## src/rtl/irq_latch_gen.sv

```systemverilog
module irq_latch_gen #(
  parameter int N_EVT = 4,
  parameter int PER_W = 8
) (
  input  logic             clk,
  input  logic             rst_n,
  input  logic [N_EVT-1:0] evt_in,
  input  logic [N_EVT-1:0] mask,
  input  logic             pol_hi,
  input  logic [1:0]       mode,
  input  logic [PER_W-1:0] period,
  input  logic             od_en,
  input  logic             stat_rd,
  output logic [N_EVT-1:0] stat_q,
  output logic             irq_o,
  output logic             pin_out,
  output logic             pin_oe
);
  localparam logic [PER_W-1:0] MIN_PER = PER_W'(2);

  logic [N_EVT-1:0] evt_d, rise, stat_nxt;
  logic [PER_W-1:0] per_eff, half, ph_q, ph_nxt;
  logic             pcnt_q, pcnt_nxt, on_q, on_nxt, act_q, act_nxt, trig;

  assign rise     = evt_in & ~evt_d;
  assign trig     = |(rise & ~mask);
  assign stat_nxt = (stat_rd ? '0 : stat_q) | rise;
  assign per_eff  = (period < MIN_PER) ? MIN_PER : period;
  assign half     = per_eff >> 1;

  always_comb begin
    pcnt_nxt = 1'b0;
    on_nxt   = on_q;
    ph_nxt   = ph_q;
    if (trig) begin
      pcnt_nxt = 1'b1;
      on_nxt   = 1'b1;
      ph_nxt   = '0;
    end else begin
      if (stat_rd) on_nxt = 1'b0;
      else if (on_q) ph_nxt = (ph_q >= per_eff - 1'b1) ? '0 : ph_q + 1'b1;
    end
    unique case (mode)
      2'd0:    act_nxt = trig | pcnt_q;
      2'd1:    act_nxt = on_nxt && (ph_nxt < half);
      default: act_nxt = |(stat_nxt & ~mask);
    endcase
  end

  always_ff @(posedge clk or negedge rst_n) begin
    if (!rst_n) begin
      evt_d  <= '0;
      stat_q <= '0;
      pcnt_q <= 1'b0;
      on_q   <= 1'b0;
      ph_q   <= '0;
      act_q  <= 1'b0;
    end else begin
      evt_d  <= evt_in;
      stat_q <= stat_nxt;
      pcnt_q <= pcnt_nxt;
      on_q   <= on_nxt;
      ph_q   <= ph_nxt;
      act_q  <= act_nxt;
    end
  end

  assign irq_o   = act_q ? pol_hi : ~pol_hi;
  assign pin_oe  = od_en ? act_q : 1'b1;
  assign pin_out = od_en ? 1'b0 : irq_o;
endmodule


```

## config.mk

```make
export PLATFORM = sky130hd
export DESIGN_NAME = irq_latch_gen
export DESIGN_NICKNAME = d
export VERILOG_FILES = /design/src/rtl/irq_latch_gen.sv
export SDC_FILE = /design/constraint.sdc
export NUM_CORES = 1
export LEC_CHECK = 0
export BUFFER_PORTS_ARGS = -buffer_cell sky130_fd_sc_hd__buf_2
export CELL_PAD_IN_SITES_DETAIL_PLACEMENT = 1
export CELL_PAD_IN_SITES_GLOBAL_PLACEMENT = 1
export CORE_MARGIN = 5
export CORE_UTILIZATION = 36
export DETAILED_ROUTE_END_ITERATION = 10
export GPL_TIMING_DRIVEN = 1
export MAX_ROUTING_LAYER = met4
export PLACE_DENSITY = 0.82
export SYNTH_ARGS = -nofsm -noshare
export SYNTH_HDL_FRONTEND = slang
export SYNTH_SLANG_ARGS = --single-unit
```

## constraint.sdc

```tcl
create_clock -name clk -period 3 [get_ports clk]
set_input_delay 0.6 -clock clk [delete_from_list [all_inputs] [get_ports clk]]
set_output_delay 0.6 -clock clk [all_outputs]
set_load 0.05 [all_outputs]
```

# == Word level (Yosys, flattened, before mapping) ==
# Index checks and enable logic that the tools add are counted.
# totals
latchBits,0
inputBits,23
n_memories,0
ramBits,0
romBits,0
reg_bits,19
out_inout_bits,7
# classes
add_sub_neg,2
mux,13
bitwise_logic,8
n_lt_le_gt_ge,3
n_reduce_logical,4
eq_ne,1
div,0
shifts,0
multipliers,0
# op_table
operator,count
2-to-1 mux 8 bit,5
AND 4 bit,3
"adder 8 x 1 -> 8 bit, second input constant",1
greater-or-equal comparator 8 bit,1
"< comparator 8 x 2 -> 1 bit, second input constant",1
< comparator 8 x 7 -> 1 bit,1
NOT 4 bit,2
OR reduction 4 bit,2
"subtractor 8 x 1 -> 8 bit, second input constant",1
2-to-1 mux 1 bit,6
2-to-1 mux 4 bit,1
bitwise OR 4 bit,1
"equality test 2 x 1 -> 1 bit, second input constant",1
zero test 2 bit,1
one-hot mux 1 bit (2 select lines),1
logical AND 1 bit,1
NOT 1 bit,1
bitwise OR 1 bit,1

# == Longest topological paths before layout ==
# Gate-level depths: netlist of the first run.
# depth
word_depth,11
mapped_depth,19

# == Least setup slack after synthesis of the first run ==
# Ideal clock, no wire load.
# synth_path
path_kind,input-to-reg
start,input period[4]
end,register act_q
n_path_buf,0
setup_ns,0.064
required_ns,2.936
slack_ns,-0.965
arrival_time_ns,3.901
stages,19
path_cell_list,nor4_1 -> nand2_1 -> o21ai_0 -> ha_1 -> nand2_1 -> xnor2_1 -> ha_1 -> o21ai_0 -> nor2_1 -> or3_4 -> or2_1 -> o32ai_1 -> ha_1 -> o21a_1 -> o21a_1 -> o2111ai_1 -> a31oi_1 -> o211ai_1 -> a21o_1
# synth_between
elab_chain_len,11
# synth_lines
element,line,source
"start, declared",11,"input logic [PER_W-1:0] period,"
< comparator 8 x 2 -> 1 bit,28,assign per_eff = (period < MIN_PER) ? MIN_PER : period;
2-to-1 mux 8 bit *,28,
subtractor 8 x 1 -> 8 bit *,41,else if (on_q) ph_nxt = (ph_q >= per_eff - 1'b1) ? '0 : ph_q + 1'b1;
greater-or-equal comparator 8 bit *,41,
2-to-1 mux 8 bit * (2 in series),41,
2-to-1 mux 8 bit *,40,if (stat_rd) on_nxt = 1'b0;
2-to-1 mux 8 bit *,35,if (trig) begin
via ph_nxt[1],22,"logic [PER_W-1:0] per_eff, half, ph_q, ph_nxt;"
< comparator 8 x 7 -> 1 bit *,45,2'd1: act_nxt = on_nxt && (ph_nxt < half);
logical AND 1 bit *,45,
one-hot mux 1 bit (2 select lines) *,43,unique case (mode)
via act_nxt,23,"logic pcnt_q, pcnt_nxt, on_q, on_nxt, act_q, act_nxt, trig;"
"end signal, assigned",64,act_q <= act_nxt;
"end, declared",23,
# Mark *: on every way through the listed nets, which the timed path passes. The rest lies on a longest branch.

# == Worst setup path after layout of the first run ==
# layout_path
start,input period[2]
end,register act_q
# The elaborated chain is that of the path after synthesis.

==> results.py, run 1 <==
metrics = {
    "run_status": {
        "status": "finished, violations left",
        "violations": "setup timing",
    },
    "power_and_ir_drop": {
        "peakVddDrop_mv": 0.161,
        "cellPowerDensity_nw_per_um2": 393,
        "p_int_mw": 0.531,
        "pwr-share-comb_pct": 40.9,
        "swShare_pct": 36.5,
        "power_frac_clock_pct": 22.6,
        "design_power_total_mw": 0.837,
        "p_seq_share_pct": 36.4,
        "total_leakage_power_nw": 1.08,
        "p_switching_mw": 0.306,
    },
    "logic_synthesis": {
        "yosys.cell_types.count": 38,
        "syn_nets": 183,
        "syn_area_um2": 1320,
        "ys.warnings.count": 0,
        "ys_seq_area_share_pct": 35.9,
        "synth-seq-cells": 19,
        "avgSynthCellArea_um2": 9.19,
        "syn_inst": 144,
    },
    "route": {
        "wl_per_cell_um": 19.8,
        "via_count": 1425,
        "wl_met2_um": 3070,
        "drcViolationCount": 0,
        "vias_per_cell": 5.30,
        "routed-wl-met3_um": 210,
        "drt_wl_total_um": 5330,
        "drtPass1Iterations": 6,
        "drt_iter0_markers": 73,
        "highest_layer": "met4",
        "detail-route-antenna-nets": 0,
        "drt-met1-wl_um": 1920,
    },
    "die": {
        "die_area_um2": 4990,
        "core-area_um2": 3610,
        "start_util_pct": 36.7,
        "die_x_um": 70.6,
        "die_y_um": 70.6,
        "rows": 22,
        "io-pin-count": 30,
    },
    "worst_hold_path": {
        "hold_path_class": "in -> async",
    },
    "critical_path": {
        "endpoint_kind": "flop",
        "reg2reg_depth": 11,
        "critPathLaunchType": "input pin",
        "crit_fanout": 5,
        "worstSetupPathType": "in -> reg",
        "cp.arrival_ps": 4220,
        "worstPathRequired_ps": 3200,
    },
    "timing": {
        "period_minus_slack_ps": 4010,
        "rsz0062_at_grt": "true",
        "slew_viol_final": 0,
        "clock_skew_ps": 9.77,
        "finalSetupViolCount": 8,
        "fmax_mhz": 249,
        "setup-tns-final_ps": -2490,
        "hold_viol": 0,
        "relSlewSlack_pct": 69.6,
        "min_period_over_period_pct": 134,
        "tightest_slew_ps": 456,
        "postLayoutSetupSlackWorst_ps": -1010,
    },
    "final_layout": {
        "final_area_um2": 2130,
        "diodes": 0,
        "final_nets": 261,
        "syn2layout_area_growth_pct": 61.0,
        "drive_above_1_share_pct": 45.2,
    },
    "clock_network": {
        "cts.htree.levels": 1,
        "insertion_delay_ps": 270,
        "root_buffer": "clkbuf_8",
        "cts_hold_buf": 0,
        "path_clk_slew_ps": 80,
        "cts_num_sinks": 19,
        "cts_buffer_depth": 2,
        "tritoncts": "yes",
        "cts_buffers": 3,
    },
    "place": {
        "postPlaceCellArea_um2": 1730,
        "gp_congestion": 0.897,
        "dp_hpwl_um": 3490,
        "post-place-ws_ps": -1300,
        "port-buffer-count": 29,
    },
    "global_route": {
        "grt_overflow": 0,
        "grt_pass1_wl_um": 7120,
        "grt_antenna_before_repair": 0,
        "grt_max_degree": 20,
        "grt_pass1_vias": 1577,
        "grt_usage_pct": 18.9,
    },
    "run": {
        "maxCapViolCount": 0,
    },
}
[sequential cells by signal (all words and copies together) (netlist names)]
| signal | flops |
|---|---|
| act_q | 1 |
| evt_d | 4 |
| on_q | 1 |
| pcnt_q | 1 |
| ph_q | 8 |
| stat_q | 4 |
[power groups by stage]
stage | combinational [mW] | sequential (mW) | clock [mW]
after detailed placement | 0.261 | 0.309 | 0
after global placement | 0.246 | 0.305 | 0
after CTS | 0.310 | 0.304 | 0.184
final | 0.343 | 0.305 | 0.189
after global routing | 0.370 | 0.309 | 0.198
after floorplan | 0.144 | 0.319 | 0
[cells by family (layout without fill, tap and decap cells)]
family          after synthesis  count (layout)  share of synthesized area (%)
compound gates               33              33                           17.5
simple gates                 40              40                           16.6
buf+inv                      24             101                           6.90
xor+xnor                     12              12                           7.94
flops                        19              19                           35.9
fa+ha+maj                    16              16                           15.1
[synth_stat cells]
| library cell | n | area share (%) |
|---|---|---|
| inv_1 | 22 | 6.2 |
| dfrtp_1 | 19 | 36 |
| ha_1 | 16 | 15 |
| nor2_1 | 11 | 3.1 |
| xnor2_1 | 8 | 5.3 |
| nand2_1 | 6 | 1.7 |
| o21ai_0 | 6 | 2.3 |
| nor3b_1 | 4 | 2.3 |
| o21a_1 | 4 | 2.3 |
| o22ai_1 | 4 | 1.9 |
| xor2_1 | 4 | 2.6 |
| a211oi_1 | 3 | 1.7 |
| a21o_1 | 3 | 1.7 |
| nor2b_1 | 3 | 1.4 |
| o211ai_1 | 3 | 1.7 |
| a22o_1 | 2 | 1.3 |
| a31oi_1 | 2 | 0.95 |
| and3_1 | 2 | 0.95 |
| nand3_1 | 2 | 0.76 |
| nand4_1 | 2 | 0.95 |
| a21oi_1 | 1 | 0.38 |
| and4_1 | 1 | 0.66 |
| buf_2 | 1 | 0.38 |
| clkbuf_1 | 1 | 0.28 |
| nand2b_1 | 1 | 0.47 |
| nor3_1 | 1 | 0.38 |
| nor4_1 | 1 | 0.47 |
| nor4b_1 | 1 | 0.66 |
| o2111ai_1 | 1 | 0.66 |
| o21bai_1 | 1 | 0.57 |
| o221a_1 | 1 | 0.85 |
| o31ai_1 | 1 | 0.57 |
| o32ai_1 | 1 | 0.66 |
| or2_1 | 1 | 0.47 |
| or2_2 | 1 | 0.47 |
| or3_1 | 1 | 0.47 |
| or3_4 | 1 | 0.85 |
| or4_1 | 1 | 0.57 |
[cells in the final DEF, fill, tap and decap left out, types with 3 or more instances in the layout]
cell / count
nor2_4: 3
nor2b_1: 3
nor3b_1: 4
o211ai_1: 3
inv_1: 21
ha_1: 14
xor2_1: 4
clkbuf_8: 3
buf_2: 27
nor2_1: 7
o22ai_1: 4
xnor2_1: 7
o21ai_0: 3
a21o_1: 3
buf_4: 34
dfrtp_1: 19
buf_6: 13
nand2_1: 4
o21a_1: 3
[metrics by stage]
step / instances / hold slack [ps] / utilization [%]
after floorplan: 144 / 304 / -
after global placement: 243 / 479 / 48.1
after detailed placement: 243 / 496 / 48.1
after CTS: 258 / 287 / 52.7
after global routing: 269 / 317 / 59.1
final: 269 / 267 / 59.1
[final timing paths]
| path | end | slack (ps) | from |
|---|---|---|---|
| min in group clk | evt_d[2]$_DFF_PN0_ | 460 | evt_in[2] |
| worst min-delay path | evt_d[2]$_DFF_PN0_ | 270 | rst_n |
| max in group asynchronous | ph_q[0]$_DFF_PN0_ | 2410 | rst_n |
| worst min register to register | stat_q[0]$_DFF_PN0_ | 520 | evt_d[0]$_DFF_PN0_ |
| worst max-delay path | act_q$_DFF_PN0_ | -1010 | period[2] |
| worst max register to register | act_q$_DFF_PN0_ | -80 | ph_q[5]$_DFF_PN0_ |
[final cells by class]
class,instances,area (um2)
Sequential cell,19,475
Multi-Input combinational cell,101,916
Inverter,22,82.6
Clock buffer,4,45.0
Tap cell,48,60.1
Fill cell,420,1480
Timing Repair Buffer,75,552
[critical path, stage by stage]
cell      delay [ps]
buf_8            100
nor4_4           310
buf_4            170
a21o_1           170
inv_2             70
ha_4             180
nand2_4           60
xnor2_2          100
ha_1             280
o21ai_1          250
nor2_1            90
or3_4            360
o21a_4           250
nor2_2           170
ha_1             280
a21o_1           170
a211oi_1         270
o221a_1          240
a21o_1           120
[per-layer routing]
layer | global-route usage (%) | vias to the layer above
met5 | - | -
met4 | 10.2 | 0
met3 | 2.56 | 13
met2 | 37.0 | 48
met1 | 17.3 | 705
li1 | - | 659
[what timing repair did]
item                       in CTS  in global routing
hold endpoints to repair        0                  0
setup buffers                  11                 14
setup endpoints to repair       5                  8
pin swaps                       8                 12
gates resized for setup         9                 34
No activity file was read; power rests on OpenSTA's default activity.
==> run 2: changes to the inputs <==
Settings changed: MAX_ROUTING_LAYER met4 to default.
==> run 2 against run 1 <==
Against the previous run:
- largest cell class unchanged
- the flow still finishes with violations (setup timing)
- sequential cell count unchanged
- critical path depth stayed put
- routed wire length shrank 17%
- clock skew fell by 5.9 ps
- combinational power up 7.6%
- first-iteration DRC count decreased by 78%
- sequential share of layout area rose by 0.89 points
- via count is 7.4% lower
- core utilization decreased by 2.3 points
==> results.py, run 2 (synthesis gave the netlist of run 1 again) <==
metrics = {
    "global_route": {
        "grt_antenna_before_repair": 0,
        "grt_usage_pct": 17.8,
        "grt_overflow": 0,
        "grt_pass1_wl_um": 7020,
        "grt_pass1_vias": 1498,
        "grt_max_degree": 20,
    },
    "timing": {
        "period_minus_slack_ps": 3860,
        "finalSetupViolCount": 2,
        "rsz0062_at_grt": "true",
        "postLayoutSetupSlackWorst_ps": -863,
        "min_period_over_period_pct": 129,
        "setup-tns-final_ps": -1250,
        "hold_viol": 0,
        "fmax_mhz": 259,
        "slew_viol_final": 0,
        "tightest_slew_ps": 432,
        "relSlewSlack_pct": 71.2,
        "clock_skew_ps": 3.85,
    },
    "die": {
        "die_x_um": 70.6,
        "core-area_um2": 3610,
        "start_util_pct": 36.7,
        "rows": 22,
        "io-pin-count": 30,
        "die_y_um": 70.6,
        "die_area_um2": 4990,
    },
    "final_layout": {
        "layout_commonest_cell": "buf_4",
        "instances_no_fill": 259,
        "fin_util_pct": 56.8,
        "syn2layout_area_growth_pct": 54.8,
        "drive_above_1_share_pct": 45.0,
        "largest-register": "ph_q",
        "layout_common_cells": "buf_4, buf_2, inv_1",
        "diodes": 0,
        "final_area_um2": 2050,
        "final_nets": 251,
        "largest_reg_flops": 8,
        "largestRegisters": "ph_q: 8 flops, evt_d: 4 flops, stat_q: 4 flops",
    },
    "place": {
        "port-buffer-count": 29,
        "dp_hpwl_um": 3420,
        "gp_congestion": 0.883,
        "dpl.cell_count": 243,
        "postPlaceCellArea_um2": 1730,
    },
    "clock_network": {
        "cts_buffers": 3,
        "root_buffer": "clkbuf_8",
        "cts_num_sinks": 19,
        "tritoncts": "yes",
        "cts.htree.levels": 1,
        "cts_hold_buf": 0,
        "cts_buffer_depth": 2,
        "path_clk_slew_ps": 70,
        "insertion_delay_ps": 260,
    },
    "power_and_ir_drop": {
        "cellPowerDensity_nw_per_um2": 415,
        "total_leakage_power_nw": 1.02,
        "peakVddDrop_mv": 0.156,
    },
    "critical_path": {
        "cp.arrival_ps": 4060,
        "crit_start": "period[4]",
        "worstSetupPathType": "in -> reg",
        "timing.rr.start": "evt_d[0]$_DFF_PN0_",
        "cp_slowest_stage_delay_ps": 360,
        "critical_path.cell_chain": "buf_8, nor4_4, nand2_1, o21ai_2, ha_4, nand2_1, xnor2_1, ha_1, a211oi_2, nor2_1, or3_4, o21a_4, nor2_4, ha_4, a211oi_2, o211ai_1, o21bai_1, o211ai_1, a21o_1",
        "worstPathRequired_ps": 3190,
        "crit_fanout": 7,
        "slowest_stage": "or3_4",
        "endpoint_kind": "flop",
        "critPathLaunchType": "input pin",
    },
    "run_status": {
        "status": "finished, violations left",
        "violations": "setup timing",
    },
    "route": {
        "drt_wl_total_um": 4440,
        "drcViolationCount": 0,
        "wl_per_cell_um": 17.1,
        "detail-route-antenna-nets": 0,
        "drt_iter0_markers": 16,
        "via_count": 1320,
        "vias_per_cell": 5.10,
        "drtPass1Iterations": 4,
    },
    "run": {
        "maxCapViolCount": 0,
    },
    "worst_hold_path": {
        "hold_path_class": "in -> async",
    },
}
[run 2: cell type report]
cell class,count,area (um2)
Timing Repair Buffer,65,454
Clock inverter,1,5.00
Multi-Input combinational cell,101,931
Sequential cell,19,475
Tap cell,48,60.1
Fill cell,433,1560
Inverter,22,82.6
Clock buffer,3,41.3
[run 2: critical path, delay by kind of cell]
kind | cells | cell delay, ps
AOI/OAI and AO/OA | 8 | 1480
xor gates and xnor gates | 1 | 160
adders and majority gates | 3 | 620
buffers and inverters | 1 | 100
and+or+nand+nor | 6 | 1080
[run 2: report_power, final]
part	leakage (nW)	internal, mW	switching (mW)	total, mW
clock network	0.0255	0.0923	0.0854	0.178
registers	0.240	0.280	0.0227	0.303
logic	0.759	0.181	0.188	0.369
total	1.02	0.553	0.296	0.850
[run 2: routing by layer]
metal,share of wire (%),up-vias,track usage [%]
met5,0,-,0
met4,1.7,0,6.47
met3,3.8,10,2.98
met2,56,32,36.1
met1,38,641,17.9
li1,-,637,-
[run 2: path summary, 6_finish.rpt]
check / end / slack [ps] / cells past startpoint
min: evt_d[2]$_DFF_PN0_ / 270 / 1
min reg2reg: stat_q[1]$_DFF_PN0_ / 520 / 1
max: act_q$_DFF_PN0_ / -860 / 19
max in group asynchronous: ph_q[2]$_DFF_PN0_ / 2420 / 1
max reg2reg: act_q$_DFF_PN0_ / -40 / 11
min in group clk: evt_d[1]$_DFF_PN0_ / 480 / 1
[run 2: what timing repair did]
| item | in CTS | in global routing |
|---|---|---|
| endpoints found under the setup margin | 6 | 6 |
| resized for setup | 26 | 13 |
| pin swaps | 15 | 13 |
| buffers inserted | 10 | 3 |
[run 2: stage by stage]
step	hold slack, ps	setup WS (ps)	total power [mW]
final	274	-863	0.850
after global routing	306	-1090	0.902
after CTS	287	-881	0.817
after detailed placement	511	-1290	0.568
after global placement	479	-1070	0.551
after floorplan	304	-721	0.462
==> run 3: changes to the inputs <==
Settings changed: BUFFER_PORTS_ARGS -buffer_cell sky130_fd_sc_hd__buf_2 to default, CORE_UTILIZATION 36 to 42, DONT_BUFFER_PORTS from default to 1, PLACE_DENSITY 0.82 to 0.81.
==> run 3 against run 2 <==
Against the previous run:
- the run still ends with setup timing left
- global-route usage is 1.1 points higher
- combinational power is 36% lower
- total power is 19% lower
- sequential share of layout area is 5.8 points higher
- highest routed layer unchanged
==> results.py, run 3 (synthesis gave the netlist of run 1 again) <==
metrics = {
    "run_status": {
        "status": "finished, violations left",
        "violations": "setup timing",
    },
    "critical_path": {
        "critPathLaunchType": "input pin",
        "r2r_slack_ps": -30,
        "reg2reg_to": "act_q$_DFF_PN0_",
        "timing.rr.start": "ph_q[5]$_DFF_PN0_",
        "cp.arrival_ps": 3960,
        "crit_fanout": 5,
        "endpoint_kind": "flop",
        "worstSetupPathType": "in -> reg",
        "worstPathRequired_ps": 3250,
        "reg2reg_depth": 13,
    },
    "die": {
        "start_util_pct": 43.7,
        "die_y_um": 66.1,
        "die_x_um": 66.1,
        "rows": 20,
        "io-pin-count": 30,
        "core-area_um2": 3030,
        "die_area_um2": 4370,
    },
    "global_route": {
        "grt_antenna_before_repair": 0,
        "grt_overflow": 0,
        "grt_max_degree": 20,
        "grt_usage_pct": 18.9,
        "busiest_layer": "met2",
        "globalRouteMet3Util_pct": 3.74,
        "grt_pass1_wl_um": 6310,
        "gr-usage-met1_pct": 23.4,
        "met2_usage_pct": 33.6,
        "grt_pass1_vias": 1314,
    },
    "clock_network": {
        "root_buffer": "clkbuf_4",
        "cts.htree.levels": 1,
        "tritoncts": "yes",
        "cts_num_sinks": 19,
        "insertion_delay_ps": 300,
        "cts_buffers": 3,
        "path_clk_slew_ps": 100,
        "cts_buffer_depth": 2,
    },
    "route": {
        "drtPass1Iterations": 4,
        "drcViolationCount": 0,
        "drt_iter0_markers": 35,
        "vias_per_cell": 5.46,
        "via_count": 1158,
        "wl_per_cell_um": 17.5,
        "detail-route-antenna-nets": 0,
        "drt_wl_total_um": 3710,
    },
    "worst_hold_path": {
        "hold_depth": 0,
        "hold_start": "evt_in[2]",
        "min_to": "evt_d[2]$_DFF_PN0_",
        "hold_path_class": "in -> reg",
    },
    "timing": {
        "clock_skew_ps": 1.14,
        "slew_viol_final": 0,
        "finalSetupViolCount": 1,
        "fmax_mhz": 270,
        "relSlewSlack_pct": 42.3,
        "period_minus_slack_ps": 3710,
        "hold_ws_ps": 316,
        "hold_viol": 0,
        "postLayoutSetupSlackWorst_ps": -707,
        "min_period_over_period_pct": 124,
        "tightest_slew_ps": 863,
        "rsz0062_at_grt": "true",
    },
    "place": {
        "post-place-ws_ps": -1120,
        "port-buffer-count": 0,
        "postPlaceCellArea_um2": 1550,
        "dp_hpwl_um": 2980,
        "gp_congestion": 0.835,
    },
    "final_layout": {
        "layout_commonest_cell": "inv_1",
        "drive_above_1_share_pct": 22.6,
        "diodes": 0,
        "final_nets": 208,
        "layout_common_cells": "inv_1, buf_4, dfrtp_1",
        "largest_reg_flops": 8,
        "syn2layout_area_growth_pct": 24.0,
        "largestRegisters": "ph_q: 8 flops, evt_d: 4 flops, stat_q: 4 flops",
        "largest-register": "ph_q",
        "final_area_um2": 1640,
        "fin_util_pct": 54.2,
    },
    "power_and_ir_drop": {
        "total_leakage_power_nw": 0.798,
        "cellPowerDensity_nw_per_um2": 418,
        "peakVddDrop_mv": 0.365,
    },
    "run": {
        "maxCapViolCount": 0,
    },
}
==> run 3: cell count changes in the layout (fill, tap and decap cells not counted), moves of 2 or more <==
cell / previous run / this run
a31oi_2: 0 / 2
buf_2: 27 / 0
buf_4: 30 / 21
buf_6: 7 / 0
clkbuf_4: 0 / 3
clkbuf_8: 3 / 0
ha_1: 13 / 15
ha_4: 3 / 0
nor2_1: 7 / 11
nor2_2: 2 / 0
nor2_4: 2 / 0
o21ai_1: 0 / 2
o21ai_2: 3 / 1
==> run 3: worst max path at each step <==
stage	from	to	slack, ps	cells after the start
6_report	period[2]	act_q$_DFF_PN0_	-710	19
5_1_grt	period[2]	act_q$_DFF_PN0_	-930	19
4_1_cts	period[4]	act_q$_DFF_PN0_	-710	19
3_5_place_dp	period[2]	act_q$_DFF_PN0_	-1120	19
3_3_place_gp	period[2]	act_q$_DFF_PN0_	-940	19
2_1_floorplan	period[2]	act_q$_DFF_PN0_	-720	19
==> run 3: final cells by class <==
class / instances / area [um2]
multi-input combinational: 101 / 835
tap: 44 / 55.1
sequential: 19 / 475
inverter: 22 / 82.6
clock buffer: 4 / 26.3
timing repair buffer: 22 / 168
fill: 348 / 1390
==> run 3: through the flow <==
stage	setup TNS, ps	std cells	total power, mW
2_1_floorplan	-721	144	0.462
3_3_place_gp	-941	205	0.521
3_5_place_dp	-1450	205	0.534
4_1_cts	-713	212	0.687
5_1_grt	-930	212	0.731
6_report	-707	212	0.686
==> run 3: per-layer routing <==
layer | share of wire (%) | up-vias
li1 | - | 551
met1 | 43 | 587
met2 | 53 | 14
met3 | 2.6 | 6
met4 | 1.1 | 0
met5 | 0 | -
==> run 3: what timing repair did <==
item / 4_1_cts / 5_1_grt
gates cloned: 0 / 0
hold buffers: 1 / 0
endpoints found under the hold margin: 19 / 0
buffers inserted: 2 / 0
pin swaps: 9 / 4
resized for setup: 6 / 3
endpoints found under the setup margin: 1 / 2
==> run 3: where the power goes <==
group / switching, mW / internal [mW] / leakage [nW]
sequential: 0.0407 / 0.280 / 0.240
clock: 0.0778 / 0.0519 / 0.0150
combinational: 0.123 / 0.112 / 0.543
==> run 3: worst max-delay path, cell delays in order <==
cell	delay (ps)
nor4_4	310
nand2_1	140
o21ai_2	160
ha_2	210
nand2_1	70
xnor2_1	130
ha_1	290
o21ai_1	130
nor2_1	60
or3_4	350
or2_4	270
o32ai_4	140
ha_1	270
o21a_1	170
o21a_1	180
o2111ai_2	180
a31oi_2	60
o211ai_1	100
a21o_1	130
